[config.mk]
export PLATFORM = sky130hd
export DESIGN_NAME = dac_dbuf_frontend
export DESIGN_NICKNAME = d
export VERILOG_FILES = /design/src/rtl/dac_fe_pkg.sv /design/src/rtl/dac_fe_sync.sv /design/src/rtl/dac_fe_stage.sv /design/src/rtl/dac_dbuf_frontend.sv
export SDC_FILE = /design/constraint.sdc
export NUM_CORES = 1
export LEC_CHECK = 0
export ABC_CLOCK_PERIOD_IN_PS = 1200
export BUFFER_PORTS_ARGS = -buffer_cell sky130_fd_sc_hd__buf_2
export CAP_MARGIN = 30
export CORE_ASPECT_RATIO = 0.6
export CORE_MARGIN = 2
export CORE_UTILIZATION = 30
export DETAILED_ROUTE_END_ITERATION = 16
export PLACE_DENSITY = 0.56
export SKIP_LAST_GASP = 1
export SYNTH_ARGS = -nofsm -noshare
export SYNTH_HDL_FRONTEND = slang
export SYNTH_SLANG_ARGS = --single-unit
[constraint.sdc]
create_clock -name clk -period 1.2 [get_ports clk]
set_clock_uncertainty 0.1 [all_clocks]
set_input_delay 0.12 -clock clk [delete_from_list [all_inputs] [get_ports clk]]
set_output_delay 0.12 -clock clk [all_outputs]
set_load 0.05 [all_outputs]
[src/rtl/dac_fe_pkg.sv]
package dac_fe_pkg;
  localparam int CTL_W = 5;

  typedef struct packed {
    logic cs_n;
    logic lat_en;
    logic wr1_n;
    logic wr2_n;
    logic xfer_n;
  } ctl_t;

  // Idle levels: every stage closed.
  localparam ctl_t CTL_IDLE = '{cs_n: 1'b1, lat_en: 1'b0, wr1_n: 1'b1,
                                wr2_n: 1'b1, xfer_n: 1'b1};
endpackage

[src/rtl/dac_fe_sync.sv]
module dac_fe_sync #(
  parameter int              W      = 8,
  parameter int              STAGES = 2,
  parameter logic [W-1:0]    RST_V  = '0
) (
  input  logic         clk,
  input  logic         rst,
  input  logic [W-1:0] din,
  output logic [W-1:0] dout
);
  for (genvar b = 0; b < W; b++) begin : g_bit
    logic [STAGES-1:0] sh;
    always_ff @(posedge clk) begin
      if (rst) sh <= {STAGES{RST_V[b]}};
      else     sh <= {sh[STAGES-2:0], din[b]};
    end
    assign dout[b] = sh[STAGES-1];
  end
endmodule

[src/rtl/dac_fe_stage.sv]
module dac_fe_stage #(
  parameter int W = 8
) (
  input  logic         clk,
  input  logic         rst,
  input  logic         en,
  input  logic [W-1:0] d,
  output logic [W-1:0] q
);
  always_ff @(posedge clk) begin
    if (rst)     q <= '0;
    else if (en) q <= d;
  end

  // a closed stage keeps its contents
  a_r3_r4_hold: assert property (@(posedge clk) disable iff (rst)
    !$past(en) && !$past(rst) |-> $stable(q));
  // an open stage takes the value presented one edge earlier
  a_r2_load: assert property (@(posedge clk) disable iff (rst)
    $past(en) && !$past(rst) |-> q == $past(d));
endmodule

[src/rtl/dac_dbuf_frontend.sv]
module dac_dbuf_frontend
  import dac_fe_pkg::*;
#(
  parameter int DW          = 8,
  parameter int SYNC_STAGES = 2
) (
  input  logic          clk,
  input  logic          rst,
  input  logic [DW-1:0] bus_data,
  input  logic          cs_n,
  input  logic          lat_en,
  input  logic          wr1_n,
  input  logic          wr2_n,
  input  logic          xfer_n,
  output logic [DW-1:0] code_true,
  output logic [DW-1:0] code_comp
);
  localparam int SW = DW + CTL_W;
  localparam logic [SW-1:0] SYNC_RST = {{DW{1'b0}}, CTL_IDLE};

  ctl_t          ctl_raw, ctl_s;
  logic [DW-1:0] data_s;
  logic [DW-1:0] cap_q;
  logic          cap_open, drv_open;

  assign ctl_raw = '{cs_n: cs_n, lat_en: lat_en, wr1_n: wr1_n,
                     wr2_n: wr2_n, xfer_n: xfer_n};

  dac_fe_sync #(.W(SW), .STAGES(SYNC_STAGES), .RST_V(SYNC_RST)) u_sync (
    .clk  (clk),
    .rst  (rst),
    .din  ({bus_data, ctl_raw}),
    .dout ({data_s, ctl_s})
  );

  assign cap_open = !ctl_s.cs_n && !ctl_s.wr1_n && ctl_s.lat_en;
  assign drv_open = !ctl_s.wr2_n && !ctl_s.xfer_n;

  dac_fe_stage #(.W(DW)) u_capture (
    .clk (clk), .rst (rst), .en (cap_open), .d (data_s), .q (cap_q)
  );

  dac_fe_stage #(.W(DW)) u_drive (
    .clk (clk), .rst (rst), .en (drv_open), .d (cap_q), .q (code_true)
  );

  assign code_comp = ~code_true;

  // cleared contents right after reset
  a_r1_clear: assert property (@(posedge clk) disable iff (rst)
    $past(rst) |-> code_true == '0);

  if (SYNC_STAGES == 2) begin : g_flow_chk
    logic flow;
    assign flow = !cs_n && !wr1_n && !wr2_n && !xfer_n && lat_en;
    // with flow-through strapping held, the output is the bus four edges back
    a_r5_r8_flow: assert property (@(posedge clk) disable iff (rst)
      $past(flow,1) && $past(flow,2) && $past(flow,3) && $past(flow,4) &&
      !$past(rst,1) && !$past(rst,2) && !$past(rst,3) && !$past(rst,4)
      |-> code_true == $past(bus_data,4));
  end
endmodule

==> impl_metrics.ini <==
[status]
outcome = finished, final reports clean

[detailed_routing]
drt_iter0_markers = 28
drc = 0
drt_pre_antenna_iters = 4
routed-via-count = 928
drt-total-wl_mm = 2.17
viasPerCell = 3.83
wl_per_cell_um = 8.96
antenna_left = 0

[setup_path]
worstRegToRegCells = 2
cp_slowest_cell = dfxtp_1
crit_buf_inv = 1
crit_start = u_drive.q[7]
max_stage_delay_ns = 0.37
rrSetupSlack_ns = 0.06
start_kind = flip-flop
crit_required_ns = 0.98
arrival_ns = 0.93
r2r-end = u_drive.q[2]
critPathKind = reg2out
worstSetupEndpointType = output port
critPathMaxFanout = 3
r2r-start = u_sync.g_bit[1].sh[1]
endpoint = code_true[7]
cp_num_cells = 1
critical-path-top-delay-family = flip-flops
path_cells = buf_2

[synth]
synth_top_cell_area_share = 0.596
synthesis.area_um2 = 1410
yosysTopAreaCell = dfxtp_1
syn-num-nets = 148
synth.ff_latch_count = 42
ys_seq_area_frac = 0.596
yosysWarnings = 0
synth_area_leaders = dfxtp_1, nor2b_1, nand2b_1
syn-instance-count = 133
synth_cell_type_count = 13
syn_avg_cell_area_um2 = 10.6

[floorplanning]
core_um2 = 4540
die_h_um = 57.1
die_w_um = 92.6
std_cell_rows = 19
initial_core_util = 0.311
die-area_um2 = 5290
ioPinCount = 31

[sta]
min_period_ns = 1.15
hold_violations = 0
finalSetupTns_ns = 0
max_freq_mhz = 869
max_slew_margin = 0.657
whs_ns = 0.188
grt_setup_unrepaired = false
worst_slack_ns = 0.0490
setup_viol = 0
worst_pin_slew_ns = 0.514
min_period_over_period = 0.959
final_max_slew_viol_count = 0

[cells_and_area]
drive_above_1_share = 0.279
antennaDiodeCount = 0
fin_area_um2 = 1870
final_cells = 242
final_util = 0.411
fillCellCount = 438
fin_nets = 193
syn_to_final_growth_pct = 32.3

[placement]
io_buffers = 30
gp_congestion = 0.593
place_area_um2 = 1620
pre_cts_slack_ns = 0.0675
dp_cells = 221
dp_hpwl_mm = 1.47

[global_routing]
track_usage = 0.0857
grt-busiest-layer = met2
grt_pass1_wl_mm = 3.39
grt_use_met3 = 0.0449
grt_pass1_vias = 768
antenna_found_initial = 0
met2_usage = 0.117
grt_max_degree = 39
gr-total-overflow = 0
grtUsageMet1 = 0.113

[clock_tree]
insertion_delay_ns = 0.29
cts_made_buffers = 5
ctsRootBufferMaster = clkbuf_8
cts_buffer_depth = 2
clkSlewWorstSetupHoldPaths_ns = 0.08
htree_levels = 2
cts_tree = built
clock_sinks = 42
post-cts-setup-buffer-count = 0

[pwr]
p_per_area_nw_per_um2 = 1430
p_clk_frac = 0.413
power_mw = 2.67
ir_drop_v = 0.000673
p_leak_nw = 0.702
power.internal_mw = 2.13
switching_share = 0.199
power_switching_mw = 0.532
combPwrFrac = 0.044
power.share.sequential = 0.543

[worst_hold_path]
min_path_cells = 2
hold_path_class = in2reg

[run]
drv_cap = 0
[power groups by stage]
stage	registers (mW)	clock network (mW)	logic, mW
detailed placement	1.48	0	0.0869
floorplan	1.47	0	0.0621
CTS	1.45	1.15	0.119
global placement	1.48	0	0.0835
finish	1.45	1.10	0.117
global route	1.45	1.20	0.130
[cell type report]
type | instances | area (µm²) | area share
flip-flops and latches | 42 | 842 | 0.451
multi-input cells | 75 | 500 | 0.268
repair buffers | 46 | 303 | 0.162
well taps | 63 | 78.8 | 0.0422
clock buffers | 5 | 68.8 | 0.0369
clock inverters | 3 | 43.8 | 0.0235
inverters | 8 | 30.0 | 0.0161
[cell families after synthesis]
logic type	share of synthesized area
AND/OR/NAND/NOR	0.241
flip-flops	0.596
AO/OA/AOI/OAI	0.0567
buffers and inverters	0.0496
multiplexers	0.0567
[sequential cells by signal (all words and copies together) (netlist names)]
signal	count
u_drive.q	8
u_sync.g_bit.sh	26
u_capture.q	8
[cell usage in the layout (no fill, tap or decap)]
cell type and count:
inv_1 8, dfxtp_1 41, nor2b_1 18, a21oi_1 8
dfxtp_2 1, nor3b_1 1, buf_4 3, clkbuf_8 5
or3b_1 8, inv_6 1, clkinv_2 1, bufinv_16 1
nand2b_1 16, buf_2 30, dlygate4sd3_1 13, o21ai_0 8
mux2i_1 8, or2_2 8
[Yosys cell counts]
master	instances
dfxtp_1	42
nor2b_1	18
nand2b_1	16
a21oi_1	8
inv_1	8
mux2i_1	8
o21ai_0	8
or2_2	8
or3b_1	8
clkbuf_1	5
buf_2	2
buf_6	1
nor3b_1	1
[worst min-delay path by stage]
stage	startpoint	end	slack, ns
2_1_floorplan	xfer_n	u_sync.g_bit[0].sh[0]	0.12
3_3_place_gp	wr1_n	u_sync.g_bit[2].sh[0]	0.20
3_5_place_dp	xfer_n	u_sync.g_bit[0].sh[0]	0.21
5_1_grt	rst	u_sync.g_bit[9].sh[0]	0.22
4_1_cts	rst	u_sync.g_bit[9].sh[0]	0.19
6_report	rst	u_sync.g_bit[9].sh[0]	0.19
[repair_timing]
item | 4_1_cts | 5_1_grt
endpoints found under the hold margin | 13 | 0
gates resized for setup | 0 | 1
endpoints found under the setup margin | 0 | 3
hold buffers | 13 | 0
[worst reg2reg max path: stages (launching register included)]
cell     delay (ns)
dfxtp_1        0.43
or3b_1         0.40
a21oi_1        0.15
[layer usage]
layer,vias to the layer above,part of all wire
met5,-,0
li1,511,-
met4,0,0.0032
met1,384,0.51
met3,2,0.083
met2,31,0.40
(Power assumes the default switching activity.)
